## src/rtl/smv_pkg.sv

```systemverilog
package smv_pkg;
  localparam int IW = 16;

  typedef enum logic [1:0] {
    OP_NONE     = 2'd0,
    OP_MOVE_ABS = 2'd1,
    OP_MOVE_REL = 2'd2,
    OP_PUSH     = 2'd3
  } op_e;

  localparam logic [7:0] MOVE_HI  = 8'hEB;
  localparam logic [7:0] PUSH_HI  = 8'hFA;
  localparam logic [3:0] TAIL_HI  = 4'hF;
endpackage

```

## src/rtl/smv_decode.sv

```systemverilog
module smv_decode
  import smv_pkg::*;
#(
  parameter int AW    = 12,
  parameter int DW    = 8,
  parameter int OFS_W = 7
) (
  input  logic [IW-1:0]    word,
  output op_e              op,
  output logic             is_tail,
  output logic [OFS_W-1:0] ofs,
  output logic [AW-1:0]    abs_dst,
  output logic [DW-1:0]    lit
);
  always_comb begin
    op = OP_NONE;
    if (word[15:8] == MOVE_HI) begin
      op = word[7] ? OP_MOVE_REL : OP_MOVE_ABS;
    end else if (word[15:8] == PUSH_HI) begin
      op = OP_PUSH;
    end
  end

  assign is_tail = (word[15:12] == TAIL_HI);
  assign ofs     = word[OFS_W-1:0];
  assign abs_dst = word[AW-1:0];
  assign lit     = word[DW-1:0];
endmodule

```

## src/rtl/smv_ind_match.sv

```systemverilog
module smv_ind_match #(
  parameter int                   AW     = 12,
  parameter int                   GROUPS = 3,
  parameter int                   SPAN   = 5,
  parameter logic [GROUPS*AW-1:0] TOPS   = {12'hFDF, 12'hFE7, 12'hFEF}
) (
  input  logic [AW-1:0] addr,
  output logic          hit
);
  logic [GROUPS-1:0] g_hit;

  for (genvar g = 0; g < GROUPS; g++) begin : g_win
    localparam logic [AW-1:0] TOP = TOPS[g*AW +: AW];
    localparam logic [AW-1:0] LOW = TOP - AW'(SPAN);
    assign g_hit[g] = (addr <= TOP) && (addr > LOW);
  end

  assign hit = |g_hit;
endmodule

```

## src/rtl/smv_prot_match.sv

```systemverilog
module smv_prot_match #(
  parameter int                AW   = 12,
  parameter int                NUM  = 4,
  parameter logic [NUM*AW-1:0] LIST = {12'hFFF, 12'hFFE, 12'hFFD, 12'hFF9}
) (
  input  logic [AW-1:0] addr,
  output logic          hit
);
  logic [NUM-1:0] e_hit;

  for (genvar i = 0; i < NUM; i++) begin : g_ent
    assign e_hit[i] = (addr == LIST[i*AW +: AW]);
  end

  assign hit = |e_hit;
endmodule

```

## src/rtl/smv_engine.sv

```systemverilog
module smv_engine
  import smv_pkg::*;
#(
  parameter int                       AW         = 12,
  parameter int                       DW         = 8,
  parameter int                       OFS_W      = 7,
  parameter int                       IND_GROUPS = 3,
  parameter int                       IND_SPAN   = 5,
  parameter logic [IND_GROUPS*AW-1:0] IND_TOPS   = {12'hFDF, 12'hFE7, 12'hFEF},
  parameter int                       PROT_N     = 4,
  parameter logic [PROT_N*AW-1:0]     PROT_LIST  = {12'hFFF, 12'hFFE, 12'hFFD, 12'hFF9}
) (
  input  logic          clk,
  input  logic          rst_n,
  input  logic          instr_valid,
  input  logic [15:0]   instr_word,
  input  logic [AW-1:0] ptr2,
  output logic          rd_en,
  output logic [AW-1:0] rd_addr,
  input  logic [DW-1:0] rd_data,
  output logic          wr_en,
  output logic [AW-1:0] wr_addr,
  output logic [DW-1:0] wr_data,
  output logic          ptr2_load,
  output logic [AW-1:0] ptr2_value
);
  localparam int PAD = AW - OFS_W;

  // reset: asserted asynchronously, released on a clock edge
  logic rst_meta_q, rst_q;
  always_ff @(posedge clk or negedge rst_n) begin
    if (!rst_n) begin
      rst_meta_q <= 1'b0;
      rst_q      <= 1'b0;
    end else begin
      rst_meta_q <= 1'b1;
      rst_q      <= rst_meta_q;
    end
  end

  // decode
  op_e              op;
  logic             is_tail;
  logic [OFS_W-1:0] ofs;
  logic [AW-1:0]    abs_dst;
  logic [DW-1:0]    lit;

  smv_decode #(.AW(AW), .DW(DW), .OFS_W(OFS_W)) u_dec (
    .word(instr_word), .op(op), .is_tail(is_tail),
    .ofs(ofs), .abs_dst(abs_dst), .lit(lit)
  );

  // state
  logic          pending_q, pending_d;
  logic          rel_q, rel_d;
  logic [DW-1:0] src_q, src_d;
  logic          wr_en_q, wr_en_d;
  logic [AW-1:0] wr_addr_q, wr_addr_d;
  logic [DW-1:0] wr_data_q, wr_data_d;
  logic          load_q, load_d;
  logic [AW-1:0] pval_q, pval_d;

  // address paths
  logic [AW-1:0] rel_addr, dst_addr;
  logic          src_ind, dst_ind, dst_prot;

  assign rel_addr = ptr2 + {{PAD{1'b0}}, ofs};
  assign dst_addr = rel_q ? rel_addr : abs_dst;

  smv_ind_match #(.AW(AW), .GROUPS(IND_GROUPS), .SPAN(IND_SPAN), .TOPS(IND_TOPS)) u_src_ind (
    .addr(rel_addr), .hit(src_ind)
  );
  smv_ind_match #(.AW(AW), .GROUPS(IND_GROUPS), .SPAN(IND_SPAN), .TOPS(IND_TOPS)) u_dst_ind (
    .addr(dst_addr), .hit(dst_ind)
  );
  smv_prot_match #(.AW(AW), .NUM(PROT_N), .LIST(PROT_LIST)) u_dst_prot (
    .addr(dst_addr), .hit(dst_prot)
  );

  logic first_ok, take_first, take_second;
  assign first_ok    = (op == OP_MOVE_ABS) || (op == OP_MOVE_REL);
  assign take_first  = instr_valid && !pending_q;
  assign take_second = instr_valid && pending_q;

  assign rd_en   = take_first && first_ok;
  assign rd_addr = rel_addr;

  // next state
  always_comb begin
    pending_d = pending_q;
    rel_d     = rel_q;
    src_d     = src_q;
    wr_en_d   = 1'b0;
    wr_addr_d = wr_addr_q;
    wr_data_d = wr_data_q;
    load_d    = 1'b0;
    pval_d    = pval_q;
    if (take_first) begin
      if (first_ok) begin
        pending_d = 1'b1;
        rel_d     = (op == OP_MOVE_REL);
        src_d     = src_ind ? '0 : rd_data;
      end else if (op == OP_PUSH) begin
        wr_en_d   = 1'b1;
        wr_addr_d = ptr2;
        wr_data_d = lit;
        load_d    = 1'b1;
        pval_d    = ptr2 - AW'(1);
      end
    end else if (take_second) begin
      pending_d = 1'b0;
      if (is_tail) begin
        wr_en_d   = !dst_prot && !(rel_q && dst_ind);
        wr_addr_d = dst_addr;
        wr_data_d = src_q;
      end
    end
  end

  // registers
  always_ff @(posedge clk or negedge rst_q) begin
    if (!rst_q) begin
      pending_q <= 1'b0;
      rel_q     <= 1'b0;
      src_q     <= '0;
      wr_en_q   <= 1'b0;
      wr_addr_q <= '0;
      wr_data_q <= '0;
      load_q    <= 1'b0;
      pval_q    <= '0;
    end else begin
      pending_q <= pending_d;
      wr_en_q   <= wr_en_d;
      load_q    <= load_d;
      if (take_first && first_ok) begin
        rel_q <= rel_d;
        src_q <= src_d;
      end
      if (wr_en_d || take_second) begin
        wr_addr_q <= wr_addr_d;
        wr_data_q <= wr_data_d;
      end
      if (load_d) begin
        pval_q <= pval_d;
      end
    end
  end

  assign wr_en      = wr_en_q;
  assign wr_addr    = wr_addr_q;
  assign wr_data    = wr_data_q;
  assign ptr2_load  = load_q;
  assign ptr2_value = pval_q;
endmodule

```

## config.mk

```make
export PLATFORM = sky130hd
export DESIGN_NAME = smv_engine
export DESIGN_NICKNAME = d
export VERILOG_FILES = /design/src/rtl/smv_pkg.sv /design/src/rtl/smv_decode.sv /design/src/rtl/smv_ind_match.sv /design/src/rtl/smv_prot_match.sv /design/src/rtl/smv_engine.sv
export SDC_FILE = /design/constraint.sdc
export NUM_CORES = 1
export LEC_CHECK = 0
export ABC_AREA = 1
export CAP_MARGIN = 15
export CELL_PAD_IN_SITES_DETAIL_PLACEMENT = 0
export CELL_PAD_IN_SITES_GLOBAL_PLACEMENT = 1
export CORE_MARGIN = 2
export CORE_UTILIZATION = 35
export CTS_BUF_LIST = sky130_fd_sc_hd__clkbuf_2 sky130_fd_sc_hd__clkbuf_4 sky130_fd_sc_hd__clkbuf_8
export DETAILED_ROUTE_END_ITERATION = 8
export PLACE_DENSITY_LB_ADDON = 0.1
export REMOVE_ABC_BUFFERS = 1
export SLEW_MARGIN = 20
export SYNTH_ARGS = -nofsm -noshare
export SYNTH_HDL_FRONTEND = slang
export SYNTH_SLANG_ARGS = --single-unit
```

## constraint.sdc

```tcl
create_clock -name clk -period 3 [get_ports clk]
set_input_delay 0.3 -clock clk [delete_from_list [all_inputs] [get_ports clk]]
set_output_delay 0.3 -clock clk [all_outputs]
set_load 0.02 [all_outputs]
```

Word-level counts from Yosys, hierarchy flattened:

Index checks and enable logic that the tools add are counted.

* bits in registers: 46
* word-level logic and storage cells: 87
* bits of input ports: 39
* memory bits (writable): 0
* bits in read-only memories: 0
* output and inout bits: 47
* memories kept: 0
* bits in latches: 0

* muxes and demuxes: 24
* equality and inequality tests: 13
* reduce and logical (&&, ||, !) cells: 25
* shift-type cells: 0
* multiply operators: 0
* divide/modulo/power cells: 0
* magnitude comparators: 12
* add/sub/neg operators: 2
* bitwise operators: 1

Operator list (number)
* $gt A12 B12 Y1 const B: 6
* $le A12 B12 Y1 const B: 6
* $mux W12: 6
* $eq A12 B12 Y1 const B: 4
* $mux W8: 6
* $eq A8 B8 Y1 const B: 2
* $add A12 B7 Y12: 1
* $sub A12 B1 Y12 const B: 1
* $logic_and A1 B1 Y1: 11
* $mux W1: 9
* $mux W2: 3
* $reduce_or A3 Y1: 2
* $reduce_and A5 Y1: 1
* $eq A2 B2 Y1 const B: 2
* $eq A4 B4 Y1 const B: 1
* $ne A2 B2 Y1 const B: 2
* $reduce_and A4 Y1: 1
* $reduce_bool A2 Y1: 2
* $reduce_or A4 Y1: 1
* $logic_not A1 Y1: 3
* $reduce_and A3 Y1: 1
* $eq A2 B1 Y1 const B: 1
* $logic_or A1 B1 Y1: 2
* $ne A2 B1 Y1 const B: 1
* 2 further kinds: 2

Logic depth before layout (Yosys ltp):

* depth after elaboration: 13
* mapped depth: 17
* gate-level depth less buffers: 16

Hierarchy:

A second synthesis with hierarchy kept.

* cells, all modules: 495
* area, all modules: 3358.2 um^2

By module, submodules not included
* smv_engine: seq. area each 1151.1 um^2, instances 1, area each 2887.8 um^2, cells each 402
* smv_decode: seq. area each 0.0 um^2, instances 1, area each 279.0 um^2, cells each 45
* smv_ind_match: seq. area each 0.0 um^2, instances 2, area each 65.1 um^2, cells each 16
* smv_prot_match: seq. area each 0.0 um^2, instances 1, area each 61.3 um^2, cells each 16

Least setup slack after synthesis:

No wires, ideal clock.

* path type: in2reg
* start point: input port instr_word[11]
* end point: register src_q[2]
* cell stages on the path: 12
* buffers on the path: 1
* data required time: 2926 ps
* library setup time: 74 ps
* arrival: 2248 ps
* slack: 677 ps
* cell sequence: inv_1 nor2_1 nand3_1 nor4_1 inv_1 o21a_1 ha_1 inv_1 nor2_1 clkbuf_1 nand2_1 o21ai_2

* cells in the longest elaborated chain, start to end: 7
* elaborated cells between the ends (all ways): 9
* those cells by class: 4 x eq/ne; 2 x mux; 3 x reduce/logical

Ends and longest elaborated chain
* from (decl): RTL line smv_engine.sv:16 `input logic [15:0] instr_word,`
* $eq A8 B8 Y1: RTL line smv_decode.sv:19 `end else if (word[15:8] == PUSH_HI) begin`
* $mux W2: RTL line smv_decode.sv:19
* $mux W2 (*): RTL line smv_decode.sv:17 `if (word[15:8] == MOVE_HI) begin`
* $eq A2 B1 Y1 / $eq A2 B2 Y1 (equally long branches): RTL line smv_engine.sv:81 `assign first_ok = (op == OP_MOVE_ABS) || (op == OP_MOVE_REL);`
* $logic_or A1 B1 Y1 (*): RTL line smv_engine.sv:81
* $logic_and A1 B1 Y1 (*)
* named net rd_en: RTL line smv_engine.sv:18 `output logic rd_en,`
* $reduce_and A3 Y1 (no source line) (*)
* to (signal assigned): RTL line smv_engine.sv:137 `src_q <= src_d;`
* to (decl): RTL line smv_engine.sv:56 `logic [DW-1:0] src_q, src_d;`

The timed path passes the listed nets; every way through them passes the cells marked *.
A chain may end at the register's enable or synchronous reset.

Worst setup path after layout:

* start point: input port instr_word[0]
* end point: output port rd_addr[4]

* cells in the longest elaborated chain, start to end: 1

Ends and longest elaborated chain
* $add A12 B7 Y12: RTL line smv_engine.sv:67 `assign rel_addr = ptr2 + {{PAD{1'b0}}, ofs};`
* to (decl): RTL line smv_engine.sv:19 `output logic [AW-1:0] rd_addr,`

No other way between the ends.

==> results_dict.tcl <==
set metrics [dict create \
    status "finished, final reports clean" \
    grt_pass1_vias 2956 \
    synth.avg_cell_area_um2 7.06 \
    portBuffers 85 \
    crit_path_start_kind "primary input" \
    rrSetupSlack_ns 1.00 \
    critical_path_class "primary input to output pin" \
    drc_errors 0 \
    hpwlAfterDp_mm 6.64 \
    initial_core_util 0.360 \
    clkSinkCount 46 \
    rr_startpoint "rel_q" \
    first_pass_iters 4 \
    slew_viol_final 0 \
    period_minus_slack_ns 2.83 \
    syn-cell-area_mm2 0.00294 \
    routed_wl_mm 8.28 \
    grt_pass1_wl_mm 13.9 \
    final_cell_mix "134 x nand2_1, 79 x clkdlybuf4s50_1, 45 x dfrtp_1, 42 x inv_1, 41 x nor2_1" \
    p_per_area_mw_per_mm2 419 \
    grt_start_max_net_pins 45 \
    max_freq_mhz 354 \
    grtUsageTotal 0.195 \
    maxCapViolations 0 \
    endpoint "rd_addr[4]" \
    clkTransAtPathRegs_ns 0.09 \
    p_total_mw 1.78 \
    synth_cell_types 36 \
    num_rows 33 \
    clock_latency_ns 0.30 \
    skew_ns 0.00679 \
    setup_viol_count_final 0 \
    dieArea_mm2 0.00916 \
    fp.dieH_um 95.7 \
    finish.utilization 0.519 \
    htree_levels 2 \
    cts_tree "done" \
    antenna_found_initial 0 \
    area_growth_pct 44.3 \
    detail-route-antenna-nets 0 \
    die_x_um 95.7 \
    ys_warn_count 0 \
    yosysSeqAreaShare 0.391 \
    final_hold_viol_count 0 \
    power_leakage_nw 2.10 \
    ir_drop_uv 228 \
    crit_start "instr_word[0]" \
    holdBufCountCts 0 \
    ys.flop_type "dfrtp_1" \
    drt_iter0_markers 111 \
    crit_required_ns 2.70 \
    ys_seq_elements 46 \
    crit-reg2reg-capture "wr_en" \
    via_per_inst 4.73 \
    cts_buffers 5 \
    drive_above_1_share 0.102 \
    vias 2992 \
    fin_crit_sh 0.942 \
    reg2reg_depth 10 \
    wl_per_cell_um 13.1 \
    root_buffer "clkbuf_8" \
    cp-end-kind "output pin" \
    clk_path_buf_depth 2 \
    final_common_cell "nand2_1" \
    relSlewSlack 0.341 \
    hold_class "primary input to async pin" \
    tightest_slew_ns 0.989 \
    async_flop_share 1.00 \
    rsz0062_at_grt "no" \
    n_antenna_cell 0 \
    synth_cells 417 \
    cp.arrival_ns 2.53 \
    synth_edf_count 0 \
    grt_overflow 0 \
    fin_hold_ws_ns 0.148 \
    gp_congestion 0.878 \
    ioPinCount 86 \
    core_area_mm2 0.00818 \
    worstPathMaxFanout 4 \
    nets 577 \
]
-- through the flow --
stage	setup TNS, ns	setup WS (ns)	instances	area (um2)
global placement	-0.0437	-0.0437	625	4100
detailed placement	-0.134	-0.0662	625	4100
floorplan	-3.54	-0.464	405	2870
global route	0	0.0172	633	4250
CTS	0	0.0495	633	4240
finish	0	0.175	633	4250
-- cell usage after synthesis (2+ instances only) --
cell,n,area (um2)
clkbuf_1,5,18.8
nor2_4,2,22.5
a31oi_1,12,75.1
dfrtp_1,46,1150
o21ai_0,22,110
o21a_1,3,22.5
nand4_1,3,18.8
buf_6,2,22.5
xor2_1,6,52.6
o21ai_2,2,17.5
buf_2,4,20.0
clkinv_1,2,7.51
a21oi_1,19,95.1
nand2_2,4,25.0
nor2_1,41,154
ha_1,10,125
or2_2,2,12.5
o21ai_1,11,55.1
nand3_1,28,140
nand3_2,2,20.0
nand2_1,134,503
o21bai_1,2,15.0
inv_1,42,158
-- worst min path at each step --
stage	from	end	slack [ns]	cells after the start
3_5_place_dp	rst_meta_q	rst_q	0.34	0
3_3_place_gp	rst_meta_q	rst_q	0.34	0
2_1_floorplan	rst_n	rst_meta_q	0.004	0
6_report	rst_n	rst_meta_q	0.15	1
5_1_grt	rst_n	rst_meta_q	0.15	1
4_1_cts	rst_n	rst_meta_q	0.14	1
-- power by group --
| group | switching (mW) | total (mW) | leakage, nW | internal, mW |
|---|---|---|---|---|
| clock | 0.226 | 0.581 | 0.0714 | 0.356 |
| combinational | 0.278 | 0.498 | 1.41 | 0.220 |
| sequential | 0.0447 | 0.700 | 0.625 | 0.655 |
| total | 0.549 | 1.78 | 2.10 | 1.23 |
-- area by class of cell --
type,instances,area [um2]
Clock buffer,6,82.6
Timing Repair Buffer,115,1100
Fill cell,848,3930
Sequential cell,46,1150
Inverter,45,169
Tap cell,105,131
Clock inverter,2,60.1
Multi-Input combinational cell,314,1550
-- kinds of logic (layout without fill, tap and decap cells) --
family / count (synthesis) / in the layout / synth area share
AND/OR/NAND/NOR: 222 / 222 / 0.318
adder cells (fa/ha/maj): 11 / 11 / 0.0493
flip-flops: 46 / 46 / 0.391
AO/OA/AOI/OAI: 73 / 73 / 0.138
XOR/XNOR: 7 / 7 / 0.0208
buffers and inverters: 57 / 168 / 0.0808
other: 1 / 1 / 0.00127
-- registers in the layout, indices dropped and copies added (netlist names), 8 cells and up --
register / count
wr_data: 8
wr_addr: 12
src_q: 8
ptr2_value: 12
-- worst max-delay path: stages --
cell and delay, ns:
clkdlybuf4s50_1 0.44, ha_1 0.24, fa_1 0.40, nand3_1 0.18
nand3_1 0.09, nand2_1 0.06, nand2_1 0.10, inv_1 0.11
clkdlybuf4s50_1 0.61
-- routing by layer --
layer  GRT usage  up-vias  part of all wire  routed length (um)
li1            -     1565                 -                   -
met1       0.268     1362              0.47                3900
met2       0.323       56              0.48                3950
met3      0.0313        9             0.039                 325
met4      0.0452        0             0.012                 102
met5           0        -                 0                   0
-- timing repair --
action,in CTS,in global routing
resized for setup,2,4
setup buffers,0,0
setup endpoints to repair,2,4
Note: power is estimated with default switching activity, not from simulation.
